==> config.mk <==
export PLATFORM = sky130hd
export DESIGN_NAME = mask_reduce_unit
export DESIGN_NICKNAME = d
export VERILOG_FILES = /design/src/rtl/mask_reduce_pkg.sv /design/src/rtl/mask_reduce_dp.sv /design/src/rtl/mask_reduce_ctrl.sv /design/src/rtl/mask_reduce_unit.sv
export SDC_FILE = /design/constraint.sdc
export NUM_CORES = 2
export LEC_CHECK = 0
export CORE_ASPECT_RATIO = 0.8
export CORE_UTILIZATION = 55
export CTS_CLUSTER_SIZE = 8
export DETAILED_ROUTE_END_ITERATION = 6
export GPL_TIMING_DRIVEN = 0
export HOLD_SLACK_MARGIN = 0.03
export PLACE_DENSITY = 0.73
export SLEW_MARGIN = 20
export SYNTH_ARGS = -nofsm -noshare
export SYNTH_HDL_FRONTEND = slang
export SYNTH_SLANG_ARGS = --single-unit
==> constraint.sdc <==
create_clock -name clk -period 15.2 [get_ports clk]
set_input_delay 2.28 -clock clk [delete_from_list [all_inputs] [get_ports clk]]
set_output_delay 2.28 -clock clk [all_outputs]
set_load 0.05 [all_outputs]
==> src/rtl/mask_reduce_pkg.sv <==
package mask_reduce_pkg;

  typedef enum logic [2:0] {
    OP_ADD = 3'd0,
    OP_MUL = 3'd1,
    OP_MIN = 3'd2,
    OP_MAX = 3'd3,
    OP_OR  = 3'd4
  } redOp_e;

  // Strobes from the sequencer to the datapath
  typedef struct packed {
    logic clear;  // latch configuration, zero accumulator
    logic take;   // first active element seeds the accumulator
    logic step;   // fold another active element
  } dpStrobe_t;

  function automatic logic opLegal(input logic [2:0] code);
    return code <= 3'd4;
  endfunction

endpackage

==> src/rtl/mask_reduce_dp.sv <==
module mask_reduce_dp
  import mask_reduce_pkg::*;
#(
  parameter int DATA_W = 32,
  parameter int IDX_W  = 4
) (
  input  logic              clk,
  input  logic              rstN,
  input  dpStrobe_t         strobe,
  input  logic [2:0]        opSel,
  input  logic              rcEn,
  input  logic              crAll,
  input  logic [IDX_W-1:0]  idx,
  input  logic [DATA_W-1:0] rdData,
  output logic [DATA_W-1:0] acc,
  output logic [3:0]        crOut,
  output logic [IDX_W-1:0]  dstIdx
);

  logic [2:0]        opQ;
  logic              rcQ, allQ, steppedQ;
  logic [DATA_W-1:0] accQ, foldVal;
  logic [3:0]        crAccQ, stepCr, mergedCr;

  always_comb begin
    unique case (opQ)
      OP_MUL:  foldVal = accQ * rdData;
      OP_MIN:  foldVal = ($signed(rdData) < $signed(accQ)) ? rdData : accQ;
      OP_MAX:  foldVal = ($signed(rdData) > $signed(accQ)) ? rdData : accQ;
      OP_OR:   foldVal = accQ | rdData;
      default: foldVal = accQ + rdData;
    endcase
  end

  // {lt, gt, eq, so}
  always_comb begin
    stepCr[3] = foldVal[DATA_W-1];
    stepCr[2] = !foldVal[DATA_W-1] && (foldVal != '0);
    stepCr[1] = (foldVal == '0);
    stepCr[0] = 1'b0;
    if (!steppedQ)  mergedCr = stepCr;
    else if (allQ)  mergedCr = crAccQ & stepCr;
    else            mergedCr = crAccQ | stepCr;
  end

  always_ff @(posedge clk or negedge rstN) begin
    if (!rstN) begin
      opQ      <= '0;
      rcQ      <= 1'b0;
      allQ     <= 1'b0;
      steppedQ <= 1'b0;
      accQ     <= '0;
      crAccQ   <= '0;
      dstIdx   <= '0;
    end else if (strobe.clear) begin
      opQ      <= opSel;
      rcQ      <= rcEn;
      allQ     <= crAll;
      steppedQ <= 1'b0;
      accQ     <= '0;
      crAccQ   <= '0;
      dstIdx   <= '0;
    end else if (strobe.take) begin
      accQ   <= rdData;
      dstIdx <= idx;
    end else if (strobe.step) begin
      accQ     <= foldVal;
      crAccQ   <= mergedCr;
      steppedQ <= 1'b1;
    end
  end

  assign acc   = accQ;
  assign crOut = (rcQ && steppedQ) ? crAccQ : 4'h0;

endmodule

==> src/rtl/mask_reduce_ctrl.sv <==
module mask_reduce_ctrl
  import mask_reduce_pkg::*;
#(
  parameter int MAX_VL = 16,
  parameter int IDX_W  = 4,
  parameter int LEN_W  = 5
) (
  input  logic              clk,
  input  logic              rstN,
  input  logic              start,
  input  logic [LEN_W-1:0]  vecLen,
  input  logic [MAX_VL-1:0] predMask,
  input  logic [2:0]        opSel,
  output dpStrobe_t         strobe,
  output logic [IDX_W-1:0]  idx,
  output logic              rdEn,
  output logic              wrEn,
  output logic              busy,
  output logic              done,
  output logic              illegal
);

  typedef enum logic [1:0] {ST_IDLE, ST_SCAN, ST_FIN, ST_BAD} seqState_e;

  seqState_e         stateQ;
  logic [IDX_W-1:0]  idxQ, lastQ;
  logic [MAX_VL-1:0] maskQ;
  logic              seenQ, active, accept;
  logic [LEN_W-1:0]  clampLen;

  assign clampLen = (vecLen > LEN_W'(MAX_VL)) ? LEN_W'(MAX_VL) : vecLen;
  assign accept   = (stateQ == ST_IDLE) && start;
  assign active   = (stateQ == ST_SCAN) && maskQ[idxQ];

  always_ff @(posedge clk or negedge rstN) begin
    if (!rstN) begin
      stateQ <= ST_IDLE;
      idxQ   <= '0;
      lastQ  <= '0;
      maskQ  <= '0;
      seenQ  <= 1'b0;
    end else begin
      unique case (stateQ)
        ST_IDLE: if (start) begin
          idxQ  <= '0;
          seenQ <= 1'b0;
          maskQ <= predMask;
          lastQ <= IDX_W'(clampLen - LEN_W'(1));
          if (!opLegal(opSel))        stateQ <= ST_BAD;
          else if (clampLen == '0)    stateQ <= ST_FIN;
          else                        stateQ <= ST_SCAN;
        end
        ST_SCAN: begin
          seenQ <= seenQ | active;
          if (idxQ == lastQ) stateQ <= ST_FIN;
          else               idxQ   <= idxQ + IDX_W'(1);
        end
        default: stateQ <= ST_IDLE;
      endcase
    end
  end

  always_comb begin
    strobe.clear = accept && opLegal(opSel);
    strobe.take  = active && !seenQ;
    strobe.step  = active && seenQ;
  end

  assign idx     = idxQ;
  assign rdEn    = active;
  assign wrEn    = (stateQ == ST_FIN) && seenQ;
  assign done    = (stateQ == ST_FIN);
  assign illegal = (stateQ == ST_BAD);
  assign busy    = (stateQ != ST_IDLE);

endmodule

==> src/rtl/mask_reduce_unit.sv <==
module mask_reduce_unit
  import mask_reduce_pkg::*;
#(
  parameter int MAX_VL = 16,
  parameter int DATA_W = 32,
  localparam int IDX_W = (MAX_VL > 1) ? $clog2(MAX_VL) : 1,
  localparam int LEN_W = $clog2(MAX_VL + 1)
) (
  input  logic              clk,
  input  logic              rstN,
  input  logic              start,
  input  logic [LEN_W-1:0]  vecLen,
  input  logic [MAX_VL-1:0] predMask,
  input  logic [2:0]        opSel,
  input  logic              rcEn,
  input  logic              crAll,
  output logic              rdEn,
  output logic [IDX_W-1:0]  rdAddr,
  input  logic [DATA_W-1:0] rdData,
  output logic              wrEn,
  output logic [IDX_W-1:0]  wrAddr,
  output logic [DATA_W-1:0] wrData,
  output logic              busy,
  output logic              done,
  output logic              illegal,
  output logic [DATA_W-1:0] result,
  output logic [3:0]        crOut
);

  dpStrobe_t strobe;

  mask_reduce_ctrl #(.MAX_VL(MAX_VL), .IDX_W(IDX_W), .LEN_W(LEN_W)) u_ctrl (
    .clk(clk), .rstN(rstN), .start(start), .vecLen(vecLen),
    .predMask(predMask), .opSel(opSel), .strobe(strobe), .idx(rdAddr),
    .rdEn(rdEn), .wrEn(wrEn), .busy(busy), .done(done), .illegal(illegal)
  );

  mask_reduce_dp #(.DATA_W(DATA_W), .IDX_W(IDX_W)) u_dp (
    .clk(clk), .rstN(rstN), .strobe(strobe), .opSel(opSel), .rcEn(rcEn),
    .crAll(crAll), .idx(rdAddr), .rdData(rdData), .acc(result),
    .crOut(crOut), .dstIdx(wrAddr)
  );

  assign wrData = result;

endmodule

==> tab_implementation.tex <==
\begin{tabular}{lr}
\hline
Metric & Value \\
\hline
\multicolumn{2}{l}{\textbf{Synth}} \\
Synthesized area per cell & 8.168 um\^{}2 \\
Number of distinct library cells after synthesis & between 80 and 90 \\
Number of synthesized flops with an enable pin & 0 \\
Post-synthesis net count & 3570 \\
Post-synth top flop & sky130\_fd\_sc\_hd\_\_dfrtp\_1 \\
Share of synthesized area occupied by flip-flops and latches & 7.659\% \\
Fraction of registers with async set/reset & 100.0\% \\
Summed instance area of the synthesized netlist & 0.02353 mm\^{}2 \\
Gate count of the mapped netlist & 2880 \\
Number of warnings issued by yosys & 0 \\
Register bit total from synthesis & 72 \\
\multicolumn{2}{l}{\textbf{STA}} \\
Worst hold slack & 0.4750 ns \\
Worst Clk Skew & 0.007304 ns \\
Setup repair after global routing missed its margin & false \\
Time the worst path needs with I/O delays and setup & 13.44 ns \\
Final number of setup-violating endpoints & 0 \\
Setup tns final & 0 ns \\
Max-Slew Margin vs Limit & between 9 and 10\% \\
Final max-slew violation count & 0 \\
Highest achievable clock rate & around 74 MHz \\
Ratio of final minimum period to clock period & 88.40\% \\
Actual transition at the worst max-transition pin & 1.363 ns \\
Hold Vio Cnt, Final & 0 \\
\multicolumn{2}{l}{\textbf{Clocking}} \\
Number of setup buffers added after CTS & 0 \\
Skew-Pair Late Insertion Delay & 0.34 ns \\
Post-CTS Resized & 0 \\
CTS Buffer Depth & 2 \\
CTS Buf Count & 9 \\
Clock-pin slew on the worst setup and hold paths & $\sim$0.06 ns \\
CTS Sinks & 72 \\
Number of levels the H-tree was split into & 3 \\
Root buffer cell & sky130\_fd\_sc\_hd\_\_clkbuf\_16 \\
Clock tree from TritonCTS & done \\
Cts-stage hold buffer count & 0 \\
\multicolumn{2}{l}{\textbf{Critical path}} \\
Required arrival time at the worst endpoint & approximately 15 ns \\
CP Launch Type & primary input \\
Worst reg2reg startpoint & u\_dp.acc[10]\$\_DFFE\_PN0P\_ \\
Endpoint type of the worst setup path & flop \\
Source of the critical timing path & rdData[11] \\
Worst Path Class, Setup & in -> reg \\
Reg2Reg Setup Slack & 3.82 ns \\
Worst Path Arrival & around 14 ns \\
Largest fanout on the critical path & 10 \\
\multicolumn{2}{l}{\textbf{Floorplanning}} \\
Core Area & 0.04200 mm\^{}2 \\
Height of the die & 187.0 um \\
I/O pins & 142 \\
Initial cell density of the core & between 50\% and 60\% \\
Standard-cell rows & 67 \\
Area of the die & 0.04361 mm\^{}2 \\
Horizontal die dimension & 233.2 um \\
\multicolumn{2}{l}{\textbf{Finish}} \\
Synthesis-to-layout area growth & 10.39\% \\
Ant. Diodes & 0 \\
Fraction of layout cells with a size suffix above 1 & 3.357\% \\
Layout filler cell count & 3688 \\
Number of nets in the layout & $\sim$3700 \\
\multicolumn{2}{l}{\textbf{Detailed routing}} \\
First-pass iteration count of the detailed router & 7 \\
Routed len/inst & 29.00 um \\
ANT nets after route & 0 \\
Iter 0 DRT Violations & around 2900 \\
Vias after detailed routing & about 22000 \\
Remaining routing DRC violations & 1 \\
Routed wire length & about 100000 um \\
Avg Vias per Cell & 6.206 \\
\multicolumn{2}{l}{\textbf{Global routing}} \\
Overall routing resource usage & 48.65\% \\
Via count of the first global-routing pass & approximately 23000 \\
Initial antenna violation count & 1 \\
Overflow after GRT & 0 \\
Global-route wire length before repair & 151000 um \\
Pin count of the biggest net entering global routing & 58 \\
\multicolumn{2}{l}{\textbf{Hold path}} \\
Worst Hold Launch & u\_ctrl.maskQ[7]\$\_DFFE\_PN0P\_ \\
HP Class & reg -> reg \\
\multicolumn{2}{l}{\textbf{Flow run}} \\
Number of max-cap violations & 0 \\
\multicolumn{2}{l}{\textbf{Placement}} \\
HPWL after detailed placement & 81890 um \\
Final Wtd Congestion & $\sim$1.1 \\
Number of port buffers & 140 \\
\multicolumn{2}{l}{\textbf{Run status}} \\
Run status & finished, violations left \\
Violated checks & design-rule violations \\
\hline
\end{tabular}
## flip-flops by register name, indices dropped and copies added, names as in the netlist, 2 cells and up
name           cells
u_dp.acc          32
u_dp.dstIdx        4
u_ctrl.maskQ      16
u_ctrl.lastQ       4
u_dp.opQ           3
u_ctrl.stateQ      2
u_ctrl.idx         4
u_dp.crAccQ        3
## through the flow
step | area (um^2) | setup WS [ns] | std cells | util [%]
6_report | 25970 | 1.763 | 3590 | 61.83
5_1_grt | 25970 | 1.749 | 3590 | 61.83
4_1_cts | 25950 | 2.370 | 3589 | 61.80
3_5_place_dp | 25660 | 2.071 | 3573 | 61.09
3_3_place_gp | 25620 | 2.124 | 3572 | 60.99
2_1_floorplan | 23530 | 5.237 | 2880 | -
## final timing paths
path                                                    end  cells past startpoint
worst max-delay path             u_dp.crAccQ[1]$_DFFE_PN0P_                     28
worst min-delay path            u_ctrl.maskQ[7]$_DFFE_PN0P_                      2
worst max register to register   u_dp.crAccQ[1]$_DFFE_PN0P_                     27
worst min register to register  u_ctrl.maskQ[7]$_DFFE_PN0P_                      2
max in group asynchronous           u_dp.acc[3]$_DFFE_PN0P_                      2
min in group asynchronous          u_dp.acc[26]$_DFFE_PN0P_                      1
## worst max-delay path, cell delays in order
cell and delay, ns:
sky130_fd_sc_hd__clkdlybuf4s50_1 0.59, sky130_fd_sc_hd__clkbuf_1 0.85, sky130_fd_sc_hd__inv_1 0.59, sky130_fd_sc_hd__buf_1 0.50, sky130_fd_sc_hd__nor2_1 0.28, sky130_fd_sc_hd__fa_1 0.44
sky130_fd_sc_hd__inv_1 0.10, sky130_fd_sc_hd__fa_1 0.47, sky130_fd_sc_hd__fa_1 0.52, sky130_fd_sc_hd__fa_1 0.52, sky130_fd_sc_hd__inv_1 0.06, sky130_fd_sc_hd__fa_1 0.56
sky130_fd_sc_hd__fa_1 0.47, sky130_fd_sc_hd__fa_1 0.48, sky130_fd_sc_hd__fa_1 0.54, sky130_fd_sc_hd__ha_1 0.40, sky130_fd_sc_hd__nand2_1 0.10, sky130_fd_sc_hd__nor4_1 0.55
sky130_fd_sc_hd__a41oi_1 0.50, sky130_fd_sc_hd__nor2b_1 0.29, sky130_fd_sc_hd__xnor2_1 0.17, sky130_fd_sc_hd__o211ai_1 0.20, sky130_fd_sc_hd__a22o_1 0.29, sky130_fd_sc_hd__or4b_1 0.45
sky130_fd_sc_hd__nor4_1 0.75, sky130_fd_sc_hd__nand4b_1 0.32, sky130_fd_sc_hd__a311o_1 0.34, sky130_fd_sc_hd__nand3_1 0.07
## synth_stat cells, types with 35 or more instances
master | count | area [um^2]
sky130_fd_sc_hd__buf_4 | 35 | 262.8
sky130_fd_sc_hd__inv_1 | 466 | 1749
sky130_fd_sc_hd__mux2i_1 | 47 | 470.5
sky130_fd_sc_hd__dfrtp_1 | 72 | 1802
sky130_fd_sc_hd__xnor2_1 | 88 | 770.7
sky130_fd_sc_hd__a21oi_1 | 126 | 630.6
sky130_fd_sc_hd__nor2_1 | 383 | 1438
sky130_fd_sc_hd__nand2_1 | 405 | 1520
sky130_fd_sc_hd__ha_1 | 220 | 2753
sky130_fd_sc_hd__clkbuf_1 | 134 | 503.0
sky130_fd_sc_hd__o21ai_0 | 75 | 375.4
sky130_fd_sc_hd__fa_1 | 409 | 8188
## cell families (layout without fill, tap and decap cells)
logic type / count (synthesis) / count (layout) / synth area share, %
XOR/XNOR: 118 / 118 / 4.393
buffers and inverters: 684 / 842 / 11.74
other: 1 / 1 / 0.01594
adder cells (fa/ha/maj): 629 / 629 / 46.51
multiplexers: 54 / 54 / 2.574
flip-flops: 72 / 72 / 7.659
AO/OA/AOI/OAI: 399 / 399 / 10.98
AND/OR/NAND/NOR: 923 / 923 / 16.13
## routing by layer
metal,wire length [um],up-vias,global-route usage (%)
met5,15,-,0.6696
met4,7991,2,30.54
met3,14890,331,17.21
met2,40880,1711,65.80
met1,40320,10970,65.78
li1,-,9268,-
## cell type report
| cell class | count | area [um^2] | area share, % |
|---|---|---|---|
| multi-input cells | 2124 | 18960 | 73.01 |
| clock inverters | 4 | 52.55 | 0.2024 |
| flip-flops and latches | 72 | 1802 | 6.938 |
| inverters | 484 | 1817 | 6.996 |
| clock buffers | 12 | 246.5 | 0.9491 |
| well taps | 552 | 690.7 | 2.659 |
| repair buffers | 142 | 1438 | 5.536 |
| plain buffers | 200 | 963.4 | 3.710 |
## cells in the final DEF (no fill, tap or decap), types with 18 or more instances in the layout
cell / synthesis / final
sky130_fd_sc_hd__inv_1: 466 / 466
sky130_fd_sc_hd__fa_1: 409 / 409
sky130_fd_sc_hd__nand2_1: 405 / 405
sky130_fd_sc_hd__nor2_1: 383 / 383
sky130_fd_sc_hd__ha_1: 220 / 220
sky130_fd_sc_hd__clkdlybuf4s50_1: 0 / 139
sky130_fd_sc_hd__clkbuf_1: 134 / 126
sky130_fd_sc_hd__a21oi_1: 126 / 126
sky130_fd_sc_hd__xnor2_1: 88 / 88
sky130_fd_sc_hd__o21ai_0: 75 / 75
sky130_fd_sc_hd__dfrtp_1: 72 / 72
sky130_fd_sc_hd__mux2i_1: 47 / 47
sky130_fd_sc_hd__buf_4: 35 / 36
sky130_fd_sc_hd__a211oi_1: 34 / 34
sky130_fd_sc_hd__nand3_1: 33 / 33
sky130_fd_sc_hd__xor2_1: 30 / 30
sky130_fd_sc_hd__nor3_1: 19 / 19
sky130_fd_sc_hd__nor2b_1: 18 / 18
sky130_fd_sc_hd__a31oi_1: 18 / 18
Power is left out: the tool's default activity adds up to more than one toggle a clock period on the data nets, which glitch-free logic cannot reach.
